**config.mk**
```make
export PLATFORM = sky130hd
export DESIGN_NAME = softstart_seq
export DESIGN_NICKNAME = d
export VERILOG_FILES = /design/src/rtl/seq_pkg.sv /design/src/rtl/seq_sync.sv /design/src/rtl/seq_dds.sv /design/src/rtl/seq_fsm.sv /design/src/rtl/softstart_seq.sv
export SDC_FILE = /design/constraint.sdc
export NUM_CORES = 1
export LEC_CHECK = 0
export BUFFER_PORTS_ARGS = -buffer_cell sky130_fd_sc_hd__buf_2
export CORE_ASPECT_RATIO = 1.2
export CORE_MARGIN = 8
export CORE_UTILIZATION = 60
export CTS_CLUSTER_SIZE = 8
export DETAILED_ROUTE_END_ITERATION = 8
export HOLD_SLACK_MARGIN = 0.08
export PLACE_DENSITY = 0.8
export REMOVE_ABC_BUFFERS = 1
export SYNTH_ARGS = -nofsm -noshare
export SYNTH_HDL_FRONTEND = slang
export SYNTH_SLANG_ARGS = --single-unit
```
**constraint.sdc**
```tcl
create_clock -name clk -period 6.59 [get_ports clk]
set_input_delay 1.318 -clock clk [delete_from_list [all_inputs] [get_ports clk]]
set_output_delay 1.318 -clock clk [all_outputs]
set_load 0.05 [all_outputs]
```
**src/rtl/seq_pkg.sv**
```systemverilog
package seq_pkg;
    typedef enum logic [1:0] {
        ST_IDLE = 2'd0,
        ST_DEAD = 2'd1,
        ST_SOFT = 2'd2,
        ST_RUN  = 2'd3
    } seq_state_e;
endpackage

```
**src/rtl/seq_sync.sv**
```systemverilog
module seq_sync #(
    parameter int STAGES = 2
) (
    input  logic clk,
    input  logic rst_n,
    input  logic a_i,
    output logic s_o
);
    logic [STAGES-1:0] sh_d, sh_q;

    always_comb begin
        sh_d = {sh_q[STAGES-2:0], a_i};
    end

    always_ff @(posedge clk or negedge rst_n) begin
        if (!rst_n) sh_q <= '0;
        else        sh_q <= sh_d;
    end

    assign s_o = sh_q[STAGES-1];
endmodule

```
**src/rtl/seq_dds.sv**
```systemverilog
module seq_dds #(
    parameter int ACC_W = 16
) (
    input  logic             clk,
    input  logic             rst_n,
    input  logic             run_i,
    input  logic [ACC_W-1:0] inc_start_i,
    input  logic [ACC_W-1:0] inc_step_i,
    output logic             tick_o
);
    typedef struct packed {
        logic [ACC_W-1:0] acc;
        logic [ACC_W-1:0] inc;
    } dds_t;

    dds_t           r_d, r_q;
    logic [ACC_W:0] sum, inc_sum;

    always_comb begin
        sum     = {1'b0, r_q.acc} + {1'b0, r_q.inc};
        inc_sum = {1'b0, r_q.inc} + {1'b0, inc_step_i};
        tick_o  = run_i & sum[ACC_W];
        r_d     = r_q;
        if (!run_i) begin
            r_d.acc = '0;
            r_d.inc = inc_start_i;
        end else begin
            r_d.acc = sum[ACC_W-1:0];
            if (sum[ACC_W]) begin
                r_d.inc = inc_sum[ACC_W] ? {ACC_W{1'b1}} : inc_sum[ACC_W-1:0];
            end
        end
    end

    always_ff @(posedge clk or negedge rst_n) begin
        if (!rst_n) r_q <= '0;
        else        r_q <= r_d;
    end
endmodule

```
**src/rtl/seq_fsm.sv**
```systemverilog
module seq_fsm import seq_pkg::*; #(
    parameter int DEAD_CYC = 32
) (
    input  logic       clk,
    input  logic       rst_n,
    input  logic       enable_i,
    input  logic       bypass_i,
    input  logic       ss_end_i,
    output seq_state_e state_o
);
    localparam int CNT_W = (DEAD_CYC > 1) ? $clog2(DEAD_CYC) : 1;
    localparam logic [CNT_W-1:0] DEAD_LAST = CNT_W'(DEAD_CYC - 1);

    typedef struct packed {
        seq_state_e       st;
        logic [CNT_W-1:0] cnt;
    } fsm_t;

    fsm_t f_d, f_q;

    always_comb begin
        f_d = f_q;
        if (!enable_i) begin
            f_d.st  = ST_IDLE;
            f_d.cnt = '0;
        end else begin
            unique case (f_q.st)
                ST_IDLE: begin
                    f_d.cnt = '0;
                    f_d.st  = bypass_i ? ST_RUN : ST_DEAD;
                end
                ST_DEAD: begin
                    if (f_q.cnt == DEAD_LAST) begin
                        f_d.st  = ST_SOFT;
                        f_d.cnt = '0;
                    end else begin
                        f_d.cnt = f_q.cnt + 1'b1;
                    end
                end
                ST_SOFT: if (ss_end_i) f_d.st = ST_RUN;
                ST_RUN:  f_d.st = ST_RUN;
                default: f_d.st = ST_IDLE;
            endcase
        end
    end

    always_ff @(posedge clk or negedge rst_n) begin
        if (!rst_n) f_q <= '{st: ST_IDLE, cnt: '0};
        else        f_q <= f_d;
    end

    assign state_o = f_q.st;
endmodule

```
**src/rtl/softstart_seq.sv**
```systemverilog
module softstart_seq import seq_pkg::*; #(
    parameter int ACC_W       = 16,
    parameter int DEAD_CYC    = 32,
    parameter int SYNC_STAGES = 2
) (
    input  logic             clk,
    input  logic             rst_n,
    input  logic             enable_i,
    input  logic             bypass_pin_i,
    input  logic             bypass_cfg_i,
    input  logic             ccm_cfg_i,
    input  logic [ACC_W-1:0] inc_start_i,
    input  logic [ACC_W-1:0] inc_step_i,
    input  logic             sw_evt_a_i,
    input  logic             ss_end_a_i,
    output logic [1:0]       state_o,
    output logic             comp_force_o,
    output logic             ss_busy_o,
    output logic             ss_fin_o,
    output logic             fccm_o,
    output logic             hs_pulse_o,
    output logic             tick_o
);
    localparam int N_ASYNC = 2;
    localparam int IDX_SW  = 0;
    localparam int IDX_END = 1;

    logic [N_ASYNC-1:0] raw, synced;
    assign raw = {ss_end_a_i, sw_evt_a_i};

    for (genvar g = 0; g < N_ASYNC; g++) begin : g_sync
        seq_sync #(.STAGES(SYNC_STAGES)) sync_i (
            .clk  (clk),
            .rst_n(rst_n),
            .a_i  (raw[g]),
            .s_o  (synced[g])
        );
    end

    seq_state_e st;
    logic       dds_tick;

    seq_fsm #(.DEAD_CYC(DEAD_CYC)) fsm_i (
        .clk     (clk),
        .rst_n   (rst_n),
        .enable_i(enable_i),
        .bypass_i(bypass_pin_i | bypass_cfg_i),
        .ss_end_i(synced[IDX_END]),
        .state_o (st)
    );

    seq_dds #(.ACC_W(ACC_W)) dds_i (
        .clk        (clk),
        .rst_n      (rst_n),
        .run_i      (st == ST_SOFT),
        .inc_start_i(inc_start_i),
        .inc_step_i (inc_step_i),
        .tick_o     (dds_tick)
    );

    logic sw_prev_d, sw_prev_q, sw_rise;

    always_comb begin
        sw_prev_d = synced[IDX_SW];
        sw_rise   = synced[IDX_SW] & ~sw_prev_q;
    end

    always_ff @(posedge clk or negedge rst_n) begin
        if (!rst_n) sw_prev_q <= 1'b0;
        else        sw_prev_q <= sw_prev_d;
    end

    always_comb begin
        state_o      = st;
        comp_force_o = enable_i & (st == ST_DEAD);
        ss_busy_o    = enable_i & (st == ST_SOFT);
        ss_fin_o     = enable_i & (st == ST_RUN);
        fccm_o       = ss_fin_o & ccm_cfg_i;
        tick_o       = enable_i & dds_tick;
        hs_pulse_o   = (ss_busy_o & dds_tick) | (ss_fin_o & sw_rise);
    end
endmodule

```
==> run summary, run 1 <==
Leak = 1.66 nW
Kind of critical path = register to output port
Clock slew at reported path FFs = 0.08 ns
Share of layout cells above drive strength 1 = 15.7%
#FFs+latches synth = 44
Cts hold-fix bufs = 0
Class of the worst hold path = register to register
Fin crit share = 70.5%
CORE AREA = 5230 sq um
Routability Congestion = 0.911
Setup tns final = 0 ns
Final Util = 68.0%
Worst-Skew Late Latency = 0.29 ns
Max Cap Viol = 0
Reg2reg setup slack = 3.67 ns
Fillers = 460
Cts repair resizes = 0
Hold Crit Start = g_sync[1].sync_i.sh_q[0]
Die width = 82.9 um
GRT Total Usage = 18.1%
Sequential share of power = 40.1%
Sequential cell area = 1100 sq um
Psw = 0.258 mW
FP Rows = 29
Sw frac = 33.5%
Post-Syn Instances = 356
Worst vdd ir = 0.172 mV
Max Fclk = 215 MHz
Status = complete, no violations
Number of H-tree levels = 2
Clock Tree Root = clkbuf_8
Total Routed Length = 7130 um
Area delta synth->final = 10.0%
Diodes inserted = 0
Multi-input gate area = 1990 sq um
Mapped Avg Cell Area = 9.06 sq um
Setup violations, final = 0
Clock Skew = 0.00624 ns
Crit path DAT = 3.33 ns
Mapped cell area = 3230 sq um
Die height = 96.3 um
Iteration-0 DRC Markers = 122
Endpoint class of the critical path = output port
Number of CTS-inserted buffers = 5
Via density = 5.95
First-pass GRT wire length = 12,200 um
Final Max Slew Viols = 0
Slew of the pin with the lowest slew margin = 0.969 ns
# port buffers = 47
Critical R2R Capture = dds_i.r_q[12]
Pwr dens = 217 nW/um^2
Crit Path Max Fanout = 17
Post-route cell area = 3550 sq um
Clock Power Share = 25.2%
Remaining Overflow, GRT = 0
P_int = 0.513 mW
Max Buffers Root-to-Sink = 2
Via Count = 2,712
DP Area = 3450 sq um
Yosys Warn Count = 0
Async S/R FF share, synth = 100%
First-pass detailed-route iteration total = 4
Cell variety after synth = 55
RSZ-0062 raised after global routing = no
Routed Antenna Nets = 0
Post-CTS Setup Repair Bufs = 0
Dpl hpwl = 5430 um
Hold Path End = g_sync[1].sync_i.sh_q[1]
I/O pin count = 48
Register area share after synthesis = 34.1%
Initial Utilization = 61.8%
CTS tree = yes
DRC = 0
Critical R2R Launch = dds_i.r_q[0]
Comb power frac = 34.7%
WHS Path Cells = 0
WL per Instance = 15.6 um
Critical path data required time = 5.27 ns
Min Tclk post-route = 4.65 ns
CP Launch Type = register
FF-to-FF path depth = 9
Die ar. = 7990 sq um
Post-synth EDFFs = 0
Leading register cell type out of synthesis = dfrtp_1
Slew margin rel. = 35.4%
Initial antenna violation count = 0
Final hold violation count = 0
CTS sink count = 44
Nets = 471
Largest net degree at the start of global routing = 45
Vias in the first global route = 2,802
## cell usage in the layout (no fill, tap or decap), drive strengths merged, types with 2 or more instances in the layout
cell type  Yosys  final
and3           3      3
o21bai         4      4
o32ai         13     13
nor3          11     11
and2           7      7
a211oi         2      2
a21oi         25     25
inv           10     10
a21o           6      6
o211ai         2      2
ha            34     34
nor3b          2      2
o22ai          3      3
a31oi          4      4
o21a           3      3
nand3b         2      2
o21ai         32     32
nor2          28     28
nand2         35     35
a2111oi        2      2
xor2           9      9
nor2b          9      9
xnor2         15     15
nand2b         5      5
nor4           2      2
buf            6     48
fa             2      2
dfrtp         44     44
a22oi          2      2
clkbuf        10      5
nand3          9      9
## per-layer routing
layer	part of all wire, %	up-vias	track usage, %	wire, um
met1	44	1272	19.6	3100
met4	2.6	0	6.89	187
met5	0	-	0	0
met2	51	55	34.7	3640
met3	2.8	15	2.79	199
li1	-	1370	-	-
## cell type report
cell class,instances,area share (%)
multi-input cells,286,56.1
flip-flops and latches,44,31.0
repair buffers,48,6.84
well taps,62,2.18
clock buffers,5,1.94
inverters,10,1.06
clock inverters,1,0.846
## kinds of logic after synthesis
family	Yosys count	synth area share [%]
and+or+nand+nor	116	17.6
buffers and inverters	26	4.11
muxes	2	0.659
adders and majority gates	36	14.4
xor gates and xnor gates	24	6.51
AOI/OAI and AO/OA	108	22.6
DFF	44	34.1
## worst max-delay path by stage
stage / to / startpoint / cells past startpoint / slack (ns)
2_1_floorplan: hs_pulse_o / dds_i.r_q[0] / 9 / 2.52
3_3_place_gp: hs_pulse_o / dds_i.r_q[0] / 10 / 2.34
3_5_place_dp: hs_pulse_o / dds_i.r_q[0] / 10 / 2.28
4_1_cts: hs_pulse_o / dds_i.r_q[0] / 10 / 1.95
5_1_grt: hs_pulse_o / dds_i.r_q[0] / 10 / 1.74
6_report: hs_pulse_o / dds_i.r_q[0] / 10 / 1.94
## state kept, by name, indices dropped and copies added, names as in the netlist
signal,cells
sw_prev_q,1
g_sync.sync_i.sh_q,4
fsm_i.f_q,5
dds_i.r_q,32
fsm_i.state_o,2
## cell usage after synthesis (2+ instances only)
master / number / share of area (%)
nor3_1: 9 / 1.4
a22oi_1: 2 / 0.47
buf_4: 2 / 0.47
nand3b_1: 2 / 0.47
o21ai_1: 10 / 1.6
and2_1: 6 / 1.2
o21a_1: 3 / 0.70
inv_1: 10 / 1.2
o21bai_1: 4 / 0.93
nor2_1: 28 / 3.3
nor4_1: 2 / 0.39
fa_1: 2 / 1.2
a211oi_1: 2 / 0.47
nand2_1: 35 / 4.1
nor3_2: 2 / 0.62
nand3_1: 9 / 1.4
dfrtp_1: 44 / 34
ha_1: 34 / 13
buf_6: 2 / 0.70
o22ai_1: 3 / 0.58
xnor2_1: 15 / 4.1
and3_1: 3 / 0.58
a21o_1: 5 / 1.2
a31oi_1: 4 / 0.78
clkbuf_1: 10 / 1.2
o211ai_1: 2 / 0.47
nand2b_1: 5 / 0.97
a21oi_1: 25 / 3.9
xor2_1: 9 / 2.4
nor2b_1: 9 / 1.7
o21ai_0: 22 / 3.4
o32ai_1: 13 / 3.5
## power by group through the flow
stage / Combinational [mW] / Sequential (mW) / Clock [mW]
6_report: 0.268 / 0.309 / 0.194
4_1_cts: 0.267 / 0.309 / 0.199
2_1_floorplan: 0.203 / 0.311 / 0
3_3_place_gp: 0.259 / 0.314 / 0
5_1_grt: 0.301 / 0.311 / 0.206
3_5_place_dp: 0.265 / 0.315 / 0
## through the flow
stage	cells	total power, mW	hold WS, ns	setup WS, ns
2_1_floorplan	340	0.514	0.331	2.52
3_3_place_gp	450	0.573	0.334	2.34
3_5_place_dp	450	0.580	0.336	2.28
4_1_cts	456	0.776	0.354	1.95
5_1_grt	456	0.818	0.357	1.74
6_report	456	0.772	0.353	1.94
## worst max-delay path: stages (launching register included)
cell and delay [ns]:
dfrtp_1 0.40, ha_1 0.23, fa_1 0.43, a21oi_1 0.21, nor2_1 0.11, nor3_2 0.26
nor3_2 0.10, or3_1 0.65, and2_4 0.26, a31o_1 0.18, buf_2 0.21
No activity file was read; power rests on OpenSTA's default activity.
==> run 2, diff against run 1 <==
CORE_UTILIZATION = 58   (was 60)
PLACE_DENSITY = 0.78   (was 0.8)
clock period = 4.3 ns   (was 6.59 ns; I/O delays follow)
==> run 2 against run 1 <==
Register-to-register slack worse by 2.2 ns. Worst setup slack worse by 1.4 ns. Sequential power is 53% higher. Wire length is 3.3% higher. Critical path depth stayed put. Utilization is 1.2 points lower. Count of clock-buffer cells in the layout is 1 higher. Global-route usage hardly changed. Clock skew is 0.0045 ns higher. Largest cell class unchanged.
==> run summary, run 2 (same netlist as run 1, synthesis figures left out) <==
Endpoint class of the critical path = output port
WL per Instance = 16.0 um (+2.4%)
Max Fclk = 264 MHz
Die width = 84.1 um (+1.4%)
Min Tclk post-route = 3.79 ns
Top Family by Delay on Critical Path = simple AND/OR/NAND/NOR gates
Worst-Skew Late Latency = 0.30 ns (about the same)
Routability Congestion = 0.856 (-6.0%)
Commonest cells after routing, fill and taps aside = 47 x buf_2, 44 x dfrtp_1, 35 x nand2_1
Routed met3 length = 201 um (+1.0%)
DRC = 0 (unchanged)
Via density = 5.99 (+0.74%)
Met2 WL = 3930 um (+8.0%)
Pre-CTS setup slack = 0.835 ns (-1.45 ns)
Setup violations, final = 0 (unchanged)
DP Area = 3470 sq um (+0.44%)
Post-route cell area = 3560 sq um (+0.25%)
Largest net degree at the start of global routing = 45 (unchanged)
Worst vdd ir = 0.245 mV (+43%)
Cts hold-fix bufs = 0 (unchanged)
Via Count = 2,756 (+1.6%)
FF-to-FF path depth = 9 (unchanged)
Max Cap Viol = 0 (unchanged)
Fillers = 441 (-4.1%)
Final Max Slew Viols = 0 (unchanged)
Critical path data required time = 3.44 ns (-1.83 ns)
First-pass detailed-route iteration total = 4 (unchanged)
Commonest non-fill, non-tap cell in the layout = buf_2
Initial antenna violation count = 0 (unchanged)
Met1 wire length = 3080 um (-0.71%)
# port buffers = 47 (unchanged)
Max Buffers Root-to-Sink = 2 (unchanged)
Number of H-tree levels = 2 (unchanged)
FP Rows = 29 (unchanged)
Share of layout cells above drive strength 1 = 16.6% (+0.85 points)
Hold Crit Start = g_sync[0].sync_i.sh_q[0]
Reg with most FFs = dds_i.r_q
Class of the worst hold path = register to register
Die ar. = 8220 sq um (+2.8%)
Worst-path cell chain = ha_1, fa_1, a21oi_1, nor2_1, nor3_2, nor3_2, or3_1, and2_4, a31o_1, buf_2
Setup tns final = 0 ns (unchanged)
Remaining Overflow, GRT = 0 (unchanged)
RSZ-0062 raised after global routing = no
Die height = 97.7 um (+1.4%)
I/O pin count = 48 (unchanged)
Slew margin rel. = 32.2% (-3.2 points)
Diodes inserted = 0 (unchanged)
Cell mode on critical path = nor3_2
Total Routed Length = 7360 um (+3.3%)
Area delta synth->final = 10.3%
First-pass GRT wire length = 12,500 um (+2.2%)
CTS tree = yes
Crit path DAT = 2.93 ns (-0.40 ns)
WHS Path Cells = 0 (unchanged)
Clock Skew = 0.0107 ns (+0.00449 ns)
Top Layer Used = met4
Reg2reg setup slack = 1.43 ns (-2.24 ns)
Slowest stage delay, CP = 0.40 ns (-0.25 ns)
Pwr dens = 325 nW/um^2 (+49%)
Critical Path Stages = 10 (unchanged)
Iteration-0 DRC Markers = 101 (-17%)
Cts repair resizes = 0 (unchanged)
Top Registers = dds_i.r_q x32, fsm_i.f_q x5, g_sync.sync_i.sh_q x4
Leak = 1.68 nW (+0.70%)
CTS sink count = 44 (unchanged)
Final Util = 66.7% (-1.2 points)
Clock slew at reported path FFs = 0.08 ns (about the same)
Critical R2R Launch = dds_i.r_q[0]
Slew of the pin with the lowest slew margin = 1.02 ns (+0.0475 ns)
Routed Antenna Nets = 0 (unchanged)
Fin crit share = 88.1%
GRT Total Usage = 18.1% (+0.024 points)
Initial Utilization = 60.5% (-1.3 points)
Final hold violation count = 0 (unchanged)
CORE AREA = 5330 sq um (+2.1%)
Critical-path cell with the highest stage delay = dfrtp_1
Crit Path Max Fanout = 3 (-14)
Status = complete, no violations
CP Launch Type = register
Worst path bufs/invs = 1 (unchanged)
Kind of critical path = register to output port
Multi-input gate area = 1990 sq um (unchanged)
Dpl hpwl = 5570 um (+2.6%)
Nets = 473 (+0.42%)
Critical R2R Capture = dds_i.r_q[9]
Clock Tree Root = clkbuf_8
Post-CTS Setup Repair Bufs = 0 (unchanged)
Final Worst Setup Slack = 0.513 ns (-1.43 ns)
Number of CTS-inserted buffers = 5 (unchanged)
Sequential cell area = 1100 sq um (unchanged)
Vias in the first global route = 2,812 (+0.36%)
Largest register FFs = 32 (unchanged)
Hold Path End = g_sync[0].sync_i.sh_q[1]
run 2: cell types whose count changed in the layout (fill, tap and decap cells not counted), sizes merged:
cell | previous run | this run
buf | 48 | 50
clkinv | 0 | 2
bufinv | 1 | 0
clkbuf | 5 | 6
run 2: power breakdown:
group	switching [mW]	internal (mW)	leakage, nW
logic	0.236	0.177	1.07
clock network	0.141	0.128	0.0510
registers	0.0283	0.445	0.558
run 2: area by class of cell:
class / instances / area share [%]
clock buffer: 6 / 2.32
clock inverter: 2 / 0.281
inverter: 10 / 1.05
multi-input combinational: 286 / 56.0
sequential: 44 / 30.9
tap: 62 / 2.18
timing repair buffer: 50 / 7.24
run 2: worst max path at each step:
| stage | startpoint | to | slack [ns] |
|---|---|---|---|
| floorplan | dds_i.r_q[0] | hs_pulse_o | 0.69 |
| CTS | dds_i.r_q[0] | hs_pulse_o | 0.49 |
| detailed placement | dds_i.r_q[0] | hs_pulse_o | 0.83 |
| finish | dds_i.r_q[0] | hs_pulse_o | 0.51 |
| global placement | dds_i.r_q[0] | hs_pulse_o | 0.88 |
| global route | dds_i.r_q[0] | hs_pulse_o | 0.30 |
run 2: layer usage:
| layer | vias to the layer above | global-route usage (%) |
|---|---|---|
| met5 | - | 0 |
| met4 | 0 | 6.26 |
| met3 | 8 | 3.10 |
| met2 | 46 | 33.9 |
| met1 | 1325 | 19.5 |
| li1 | 1377 | - |
run 2: per-stage QoR:
stage                     cells  total power [mW]  hold WS (ns)
after detailed placement    452             0.892         0.337
after global placement      452             0.879         0.335
after global routing        460              1.23         0.363
final                       460              1.16         0.353
after floorplan             340             0.787         0.331
after CTS                   460              1.16         0.356
